<file path="config.mk">
export PLATFORM = sky130hd
export DESIGN_NAME = hel_history
export DESIGN_NICKNAME = d
export VERILOG_FILES = /design/src/rtl/hh_pkg.sv /design/src/rtl/hh_sync.sv /design/src/rtl/hh_ring.sv /design/src/rtl/hh_pattern.sv /design/src/rtl/hel_history.sv
export SDC_FILE = /design/constraint.sdc
export NUM_CORES = 2
export LEC_CHECK = 0
export BUFFER_PORTS_ARGS = -buffer_cell sky130_fd_sc_hd__buf_2
export CORE_MARGIN = 3
export CORE_UTILIZATION = 35
export DETAILED_ROUTE_END_ITERATION = 8
export GPL_TIMING_DRIVEN = 1
export PLACE_DENSITY = 0.45
export SYNTH_ARGS = -nofsm -noshare
export SYNTH_HDL_FRONTEND = slang
export SYNTH_SLANG_ARGS = --single-unit
export TNS_END_PERCENT = 30
</file>
<file path="constraint.sdc">
create_clock -name clk -period 4.1 [get_ports clk]
set_clock_uncertainty 0.2 [all_clocks]
set_input_delay 0.41 -clock clk [delete_from_list [all_inputs] [get_ports clk]]
set_output_delay 0.41 -clock clk [all_outputs]
set_load 0.005 [all_outputs]
</file>
<file path="src/rtl/hh_pkg.sv">
package hh_pkg;
  localparam int unsigned HH_DW = 3;  // {psync, settle, helicity}

  typedef enum logic [1:0] {
    PAT_PAIR = 2'd0,
    PAT_QUAD = 2'd1,
    PAT_OCT  = 2'd2,
    PAT_OCT2 = 2'd3
  } pat_sel_t;

  function automatic logic [3:0] pat_len(input logic [1:0] sel);
    case (pat_sel_t'(sel))
      PAT_PAIR: pat_len = 4'd2;
      PAT_QUAD: pat_len = 4'd4;
      default:  pat_len = 4'd8;
    endcase
  endfunction
endpackage

</file>
<file path="src/rtl/hh_sync.sv">
module hh_sync #(
  parameter int W = 3
) (
  input  logic         clk,
  input  logic         rst_n,
  input  logic [W-1:0] d_in,
  output logic [W-1:0] d_out
);
  logic [W-1:0] meta_q, stab_q;

  for (genvar g = 0; g < W; g++) begin : g_bit
    always_ff @(posedge clk or negedge rst_n) begin
      if (!rst_n) begin
        meta_q[g] <= 1'b0;
        stab_q[g] <= 1'b0;
      end else begin
        meta_q[g] <= d_in[g];
        stab_q[g] <= meta_q[g];
      end
    end
  end

  assign d_out = stab_q;
endmodule

</file>
<file path="src/rtl/hh_ring.sv">
module hh_ring #(
  parameter int DEPTH = 256,
  parameter int DW    = 3,
  localparam int AW   = $clog2(DEPTH)
) (
  input  logic          clk,
  input  logic          rst_n,
  input  logic          wr_en,
  input  logic [DW-1:0] wr_data,
  input  logic [AW-1:0] dly_win,
  input  logic          trig,
  input  logic [AW-1:0] rd_addr,
  output logic [DW-1:0] dly_data,
  output logic [AW-1:0] snap_ptr,
  output logic [DW-1:0] rd_data
);
  logic [DW-1:0] mem_q  [DEPTH];
  logic [DW-1:0] snap_q [DEPTH];
  logic [AW-1:0] wr_ptr_q, wr_ptr_n;
  logic [AW-1:0] snap_ptr_n;

  always_comb begin
    wr_ptr_n   = wr_en ? wr_ptr_q + 1'b1 : wr_ptr_q;
    snap_ptr_n = trig ? wr_ptr_n : snap_ptr;
  end

  always_ff @(posedge clk or negedge rst_n) begin
    if (!rst_n) begin
      wr_ptr_q <= '0;
      snap_ptr <= '0;
    end else begin
      wr_ptr_q <= wr_ptr_n;
      snap_ptr <= snap_ptr_n;
    end
  end

  for (genvar e = 0; e < DEPTH; e++) begin : g_ent
    logic hit;
    assign hit = wr_en && (wr_ptr_q == AW'(e));
    always_ff @(posedge clk or negedge rst_n) begin
      if (!rst_n) begin
        mem_q[e]  <= '0;
        snap_q[e] <= '0;
      end else begin
        if (hit)  mem_q[e]  <= wr_data;
        if (trig) snap_q[e] <= hit ? wr_data : mem_q[e];
      end
    end
  end

  assign dly_data = (dly_win == '0) ? wr_data : mem_q[wr_ptr_q - dly_win];
  assign rd_data  = snap_q[snap_ptr + rd_addr];

  AST_WPTR_STEP: assert property (@(posedge clk) disable iff (!rst_n)
    wr_en |=> wr_ptr_q == AW'($past(wr_ptr_q) + 1'b1));
  AST_WPTR_HOLD: assert property (@(posedge clk) disable iff (!rst_n)
    !wr_en |=> $stable(wr_ptr_q));
  AST_SNAP_HOLD: assert property (@(posedge clk) disable iff (!rst_n)
    !trig |=> $stable(snap_ptr));
  AST_SNAP_TAKE: assert property (@(posedge clk) disable iff (!rst_n)
    (trig && !wr_en) |=> snap_ptr == $past(wr_ptr_q));
  AST_SNAP_COLLIDE: assert property (@(posedge clk) disable iff (!rst_n)
    (trig && wr_en) |=> snap_ptr == wr_ptr_q);
endmodule

</file>
<file path="src/rtl/hh_pattern.sv">
module hh_pattern (
  input  logic       clk,
  input  logic       rst_n,
  input  logic       win_stb,
  input  logic       psync,
  input  logic [1:0] sel,
  output logic       sync_err
);
  import hh_pkg::*;

  logic [2:0] pos_q, pos_n;
  logic       lock_q, lock_n;
  logic       err_n;
  logic [3:0] len;

  assign len = pat_len(sel);

  always_comb begin
    pos_n  = pos_q;
    lock_n = lock_q;
    err_n  = sync_err;
    if (win_stb) begin
      if (lock_q && (psync != (pos_q == 3'd0))) err_n = 1'b1;
      if (psync) begin
        lock_n = 1'b1;
        pos_n  = 3'd1;
      end else if ({1'b0, pos_q} == len - 4'd1) begin
        pos_n = 3'd0;
      end else begin
        pos_n = pos_q + 3'd1;
      end
    end
  end

  always_ff @(posedge clk or negedge rst_n) begin
    if (!rst_n) begin
      pos_q    <= '0;
      lock_q   <= 1'b0;
      sync_err <= 1'b0;
    end else begin
      pos_q    <= pos_n;
      lock_q   <= lock_n;
      sync_err <= err_n;
    end
  end

  AST_ERR_STICKY: assert property (@(posedge clk) disable iff (!rst_n)
    sync_err |=> sync_err);
  AST_NO_ERR_UNLOCKED: assert property (@(posedge clk) disable iff (!rst_n)
    !lock_q |-> !sync_err);
endmodule

</file>
<file path="src/rtl/hel_history.sv">
module hel_history #(
  parameter int DEPTH = 256,
  parameter int DLYW  = 8,
  localparam int AW   = $clog2(DEPTH),
  localparam int DW   = hh_pkg::HH_DW,
  localparam int PW   = DLYW + 4
) (
  input  logic            clk,
  input  logic            rst_n,
  input  logic            hel_in,
  input  logic            settle_in,
  input  logic            psync_in,
  input  logic [1:0]      cfg_pat_sel,
  input  logic [DLYW-1:0] cfg_pat_delay,
  input  logic            trig,
  input  logic [AW-1:0]   rd_addr,
  output logic            win_pulse,
  output logic            pat_start,
  output logic            hel_dly,
  output logic [AW-1:0]   snap_ptr,
  output logic [DW-1:0]   rd_data,
  output logic            sync_err
);
  import hh_pkg::*;

  logic [2:0]    lvl_s;
  logic          hel_s, settle_s, psync_s;
  logic          settle_d;
  logic          win_stb;
  logic [DW-1:0] entry;
  logic [DW-1:0] dly_entry;
  logic [PW-1:0] dly_prod;
  logic [AW-1:0] dly_win;
  logic          win_pulse_n, pat_start_n, hel_dly_n;

  hh_sync #(.W(3)) i_sync (
    .clk  (clk),
    .rst_n(rst_n),
    .d_in ({psync_in, settle_in, hel_in}),
    .d_out(lvl_s)
  );
  assign {psync_s, settle_s, hel_s} = lvl_s;

  always_ff @(posedge clk or negedge rst_n) begin
    if (!rst_n) settle_d <= 1'b0;
    else        settle_d <= settle_s;
  end

  assign win_stb = settle_d && !settle_s;
  assign entry   = {psync_s, settle_s, hel_s};

  always_comb begin
    dly_prod = PW'(cfg_pat_delay) * PW'(pat_len(cfg_pat_sel));
    dly_win  = (dly_prod > PW'(DEPTH - 1)) ? AW'(DEPTH - 1) : dly_prod[AW-1:0];
  end

  hh_ring #(.DEPTH(DEPTH), .DW(DW)) i_ring (
    .clk     (clk),
    .rst_n   (rst_n),
    .wr_en   (win_stb),
    .wr_data (entry),
    .dly_win (dly_win),
    .trig    (trig),
    .rd_addr (rd_addr),
    .dly_data(dly_entry),
    .snap_ptr(snap_ptr),
    .rd_data (rd_data)
  );

  hh_pattern i_pattern (
    .clk     (clk),
    .rst_n   (rst_n),
    .win_stb (win_stb),
    .psync   (psync_s),
    .sel     (cfg_pat_sel),
    .sync_err(sync_err)
  );

  always_comb begin
    win_pulse_n = win_stb;
    pat_start_n = win_stb && psync_s;
    hel_dly_n   = win_stb ? dly_entry[0] : hel_dly;
  end

  always_ff @(posedge clk or negedge rst_n) begin
    if (!rst_n) begin
      win_pulse <= 1'b0;
      pat_start <= 1'b0;
      hel_dly   <= 1'b0;
    end else begin
      win_pulse <= win_pulse_n;
      pat_start <= pat_start_n;
      hel_dly   <= hel_dly_n;
    end
  end

  AST_PAT_IN_WIN: assert property (@(posedge clk) disable iff (!rst_n)
    pat_start |-> win_pulse);
  AST_WIN_ONE_CYCLE: assert property (@(posedge clk) disable iff (!rst_n)
    win_pulse |=> !win_pulse);
  AST_DLY_ONLY_AT_WIN: assert property (@(posedge clk) disable iff (!rst_n)
    !win_pulse |-> $stable(hel_dly));
endmodule

</file>
==> Yosys cells after proc, flatten, opt, wreduce, memory -nomap -nowiden <==
Cells that the tools add are included.
{ "classes": {"addsub": 5, "multipliers": 1, "div_mod_pow": 0, "n_lt_le_gt_ge": 3, "n_eq_ne": 258, "shifts": 0, "muxes": 268, "bitwise": 2, "reduce_logical": 266} }
{ "ops": {"columns": ["cell", "count"], "rows": [
  ["$eq 8x8->1 const B", 128],
  ["$mux 3", 260],
  ["$eq 8x7->1 const B", 64],
  ["$logic_and 1x1->1", 259],
  ["$eq 8x6->1 const B", 32],
  ["$eq 8x5->1 const B", 16],
  ["$eq 8x4->1 const B", 8],
  ["$bmux 3 s8", 2],
  ["$eq 8x3->1 const B", 4],
  ["$ge 9x9->1 const B", 2],
  ["$not 8->9", 2],
  ["$eq 8x2->1 const B", 2],
  ["$logic_not 8->1", 2],
  ["$mux 8", 2],
  ["$gt 12x8->1 const B", 1],
  ["$mul 8x4->12", 1],
  ["$add 8x1->8 const B", 1],
  ["$add 8x8->8", 1],
  ["$eq 8x1->1 const B", 1],
  ["$pmux 4 s2", 1],
  ["$sub 8x8->8", 1],
  ["$eq 3x4->1", 1],
  ["$reduce_and 2->1", 2],
  ["$sub 4x1->4 const B", 1],
  ["7 further kinds", 9]
]} }
{ "word_totals": {"ff_bits": 1567, "latch_bits": 0, "ram_bits": 0, "romBits": 0, "in_bits": 24, "output_inout_bits": 15, "elab_cells": 1330, "mem_count": 0} }

==> Logic depth before layout (Yosys ltp) <==
{ "depth": {"depth_word": 11, "mapped_depth": 27, "mapped_depth_nobuf": 23} }

==> Modules after synthesis <==
Synthesis repeated with hierarchy kept, for this count alone.
{ "hier_totals": {"cells_unflattened": 4719, "hier_area_um2": 72854.9} }
{ "modules_own_cells": {"columns": ["module", "n_inst", "cells_per_inst", "area_per_inst_um2", "seq_area_each_um2"], "rows": [
  ["hh_ring", 1, 4589, 71513.6, 38837.2],
  ["hel_history", 1, 96, 903.4, 100.1],
  ["hh_pattern", 1, 28, 287.8, 125.1],
  ["hh_sync", 1, 6, 150.1, 150.1]
]} }

==> Least setup slack after synthesis <==
OpenSTA, ideal clock, no wires.
{ "synth_timing": {"path_kind": "input -> register", "startpoint": "input port cfg_pat_sel[1]", "endpoint": "register hel_dly", "setup_ns": 0.128, "t_arrival_ns": 5.915, "t_required_ns": 3.772, "setup_slack_ns": -2.143, "path_stages": 24, "n_path_buf": 4, "path_cell_list": "clkbuf_1 > nor2b_1 > and2_1 > fa_1 > ha_1 > ha_1 > inv_1 > fa_1 > nor2b_1 > o21a_1 > o221a_2 > o221ai_1 > ha_1 > inv_1 > fa_1 > buf_4 > buf_4 > buf_2 > mux4_2 > mux4_2 > o2bb2ai_1 > nor3_1 > nor3_1 > o31ai_1"} }
{ "synth_between": {"elab_chain_len": 11, "word_cells_on_any_way": 13, "classes_between": "1 x add/sub; 1 x mul; 1 x order compare; 1 x eq/ne; 6 x mux; 1 x bitwise; 2 x reduce/logical"} }
{ "synth_lines": {"columns": ["item", "line_no", "rtl"], "rows": [
  ["from (decl)", "hel_history.sv:13", "input logic [1:0] cfg_pat_sel,"],
  ["$eq 2x1->1 / $logic_not 2->1 (equally long branches)", "hh_pkg.sv:12", "case (pat_sel_t'(sel))"],
  ["$pmux 4 s2 *", "hh_pkg.sv:12", null],
  ["$mul 8x4->12 *", "hel_history.sv:53", "dly_prod = PW'(cfg_pat_delay) * PW'(pat_len(cfg_pat_sel));"],
  ["$gt 12x8->1", "hel_history.sv:54", "dly_win = (dly_prod > PW'(DEPTH - 1)) ? AW'(DEPTH - 1) : dly_prod[AW-1:0];"],
  ["$mux 8 *", "hel_history.sv:54", null],
  ["$sub 8x8->8", "hh_ring.sv:51", "assign dly_data = (dly_win == '0) ? wr_data : mem_q[wr_ptr_q - dly_win];"],
  ["$not 8->9 (not written as such)", "hh_ring.sv:51", null],
  ["$bmux 3 s8", "hh_ring.sv:51", null],
  ["$mux 1 (not written as such) (2 in a row)", "hh_ring.sv:51", null],
  ["$mux 1 *", "hh_ring.sv:51", null],
  ["to (signal assigned)", "hel_history.sv:93", "hel_dly <= hel_dly_n;"],
  ["to (decl)", "hel_history.sv:19", "output logic hel_dly,"]
]} }
Every way passes the cells marked *; elsewhere a longest branch is shown, timed or not. The select of a mux whose other input is x is not followed.
A chain may end at the register's enable or synchronous reset.

==> Worst setup path in the final report <==
Ends and elaborated chain as after synthesis.

==> impl_results.md <==
- RSZ-0062 raised after global routing: true
- Maximum VDD drop: 0.461 mV
- ANT nets after route: 0
- Ports: 39
- FF-to-FF setup slack: 0.19 ns
- Power Dens Cells: 565 nW/µm²
- Crit path required time: 4.59 ns
- Max_cap viols: 0
- Antenna violations before repair: 12
- Period minus WS final: 5.46 ns
- FF/Latch Area: 39200 µm²
- Root Buffer: clkbuf_16
- Crit Path Category: in2reg
- Final nets: 4686
- Total global-route track usage: 20.5%
- Placed cell count: 6912
- Reg2reg start: i_ring.wr_ptr_q[0]
- Number of CTS-inserted buffers: 181
- Worst min path class: in2reg
- Die ar.: 197000 µm²
- Total vias in the final route: 37903
- Die X: 444 µm
- Routed len/inst: 27.6 µm
- Sink Count: 1567
- Syn avg cell area: 15.4 µm²
- Prevailing post-synth register cell: dfrtp_1
- Largest net degree at the start of global routing: 135
- DRT Pass-1 Iters: 5
- Final WS setup: -1.36 ns
- Share of synthesized flip-flops with an asynchronous set or reset: 100%
- Max incr delay on CP: 0.88 ns
- Total gr overflow: 0
- Tcrit/Tclk final: 133%
- CTS max path bufs: 3
- Lkg Pwr: 38.3 nW
- Cell variety after synth: 65
- Fillers: 17358
- H-tree Lvls: 4
- Worst skew pair latency: 0.81 ns
- Slew @ Worst Pin: 0.944 ns
- Initial Util: 35.3%
- # DRC: 0
- Most frequent cells in the layout: 1565 x dfrtp_1, 1289 x mux2_2, 306 x mux4_2, 219 x nor2_1, 205 x nor2b_1
- Multi-input logic area: 27200 µm²
- Number of cell rows: 160
- Pins Over Slew Limit: 0
- Mapped cell area: 67200 µm²
- Post-Synthesis Cells: 4357
- Rel. slew slack: 36.6%
- Crit path from: cfg_pat_sel[1]
- Status: finished, violations left
- Failing checks: setup timing
- FF+latch count, synth: 1567
- Fmax: 183 MHz
- CP endpoint kind: register
- Number of hold violations in the final report: 0
- Placed cell areas: 72800 µm²
- Worst Min Path Start: cfg_pat_sel[1]
- Slowest cell on the critical path: fa_4
- Iter 0 DRT Violations: 2471
- Vias/cell: 5.22
- Tot Pwr: 44.9 mW
- Area leader, netlist: dfrtp_1
- Layout cells sized above 1: 47.8%
- Sequential share of the synthesized area: 58.3%
- WP data arrival: 5.96 ns
- Fin area: 79400 µm²
- DIE HEIGHT: 444 µm
- Commonest non-fill, non-tap cell in the layout: dfrtp_1
- DP Wirelength: 137000 µm
- Synthesis Warnings: 0
- Critical Path Start Type: primary input
- Routability congestion estimate: 0.824
- Detailed Route WL: 201000 µm
- Post-Layout Cell Count: 7267
- Worst-path clk slew: 0.06 ns
- Syn nets: 4429
- Core Footprint: 191000 µm²
- Area grow syn2layout: 18.1%
- First-pass GRT wire length: 297000 µm
- Port-buffer cells: 38
- Setup Viol. Count Final: 4
- Area share of the largest cell type after synthesis: 58.3%
- Fin Setup TNS: -5.10 ns
- CTS tree: built
- Top fanout value on the critical path: 6
- Post-synth EDFFs: 0
- Synth top area cells: dfrtp_1 58%, mux2_2 22%, mux4_2 10%
- Vias in the first global route: 39897
-- final cells by class --
cell class,count,area share [%]
diodes,5,0.0158
clock buffers,270,6.67
clock inverters,50,0.846
inverters,18,0.0851
multi-input cells,2504,34.3
flip-flops and latches,1567,49.4
well taps,2511,3.96
repair buffers,342,4.73
-- worst max-delay path: cells and delay by family --
| kind | cells | cell delay, ns |
|---|---|---|
| buffers and inverters | 6 | 0.59 |
| AO/OA/AOI/OAI | 6 | 1.14 |
| adder cells (fa/ha/maj) | 6 | 2.25 |
| AND/OR/NAND/NOR | 6 | 0.79 |
| multiplexers | 2 | 0.75 |
-- cells in the mapped netlist, types with 3 or more instances --
master	count
fa_1	9
nor2_1	221
a2111oi_0	4
o21ai_0	3
a211oi_1	4
a21o_1	5
nand4_1	13
a32oi_1	5
nand3_1	25
buf_4	7
nand2_1	135
xor2_1	4
buf_2	37
mux2i_1	25
inv_1	18
o21bai_1	3
a21oi_1	9
and2_1	89
nor3_1	16
and3_1	9
mux2_2	1293
ha_1	39
nor2b_1	207
buf_1	26
or2_2	4
xnor2_1	19
o21a_1	3
nand2b_1	7
clkbuf_1	198
a22oi_1	4
dfrtp_1	1567
mux4_2	306
-- sequential cells by signal, summed over array words and instances, names as in the netlist --
register and cells:
hel_dly 1, i_pattern.lock_q 1, i_pattern.pos_q 3, i_pattern.sync_err 1
i_ring.mem_q 768, i_ring.snap_ptr 8, i_ring.snap_q 768, i_ring.wr_ptr_q 8
i_sync.d_out 3, i_sync.meta_q 3, pat_start 1, settle_d 1
win_pulse 1
-- worst paths after layout --
check,cells after the start,to
max in group asynchronous,4,i_ring.snap_q[256]
min in group asynchronous,3,i_ring.mem_q[533]
worst min register to register,0,i_sync.d_out[2]
worst max register to register,13,hel_dly
worst min-delay path,5,i_pattern.pos_q[1]
worst max-delay path,26,hel_dly
-- metrics by stage --
step	utilization (%)	hold slack, ns	setup WS [ns]
2_1_floorplan	-	-0.0856	-1.51
3_3_place_gp	38.2	0.134	-2.42
3_5_place_dp	38.2	0.140	-2.46
4_1_cts	41.6	0.0456	-1.45
5_1_grt	41.6	0.106	-1.58
6_report	41.7	0.109	-1.36
-- kinds of logic (layout without fill, tap and decap cells) --
family / count (synthesis) / count (layout) / share of synthesized area [%]
adder cells (fa/ha/maj): 48 / 48 / 0.994
flip-flops: 1567 / 1567 / 58.3
multiplexers: 1625 / 1625 / 32.3
AO/OA/AOI/OAI: 69 / 69 / 0.799
buffers and inverters: 286 / 680 / 1.71
other: 0 / 5 / 0
AND/OR/NAND/NOR: 737 / 737 / 5.49
XOR/XNOR: 25 / 25 / 0.357
-- layer usage --
metal / part of all wire (%) / vias up / routed length (µm) / global-route usage (%)
li1: - / 16324 / - / -
met1: 50 / 20681 / 99300 / 31.3
met2: 45 / 665 / 90000 / 30.8
met3: 3.7 / 233 / 7370 / 2.96
met4: 2.0 / 0 / 3910 / 4.37
met5: 0 / - / 0 / 0
-- timing repair --
item	in CTS	in global routing
setup buffers	17	3
hold buffers	9	0
cloned	3	0
setup endpoints to repair	4	4
resized for setup	37	9
pin swaps	14	15
endpoints found under the hold margin	544	0
-- where the power goes --
| part | total (mW) | switching [mW] | internal [mW] |
|---|---|---|---|
| combinational | 12.3 | 6.55 | 5.77 |
| clock | 16.3 | 6.64 | 9.66 |
| sequential | 16.3 | 0.383 | 15.9 |
(Power assumes the default switching activity.)
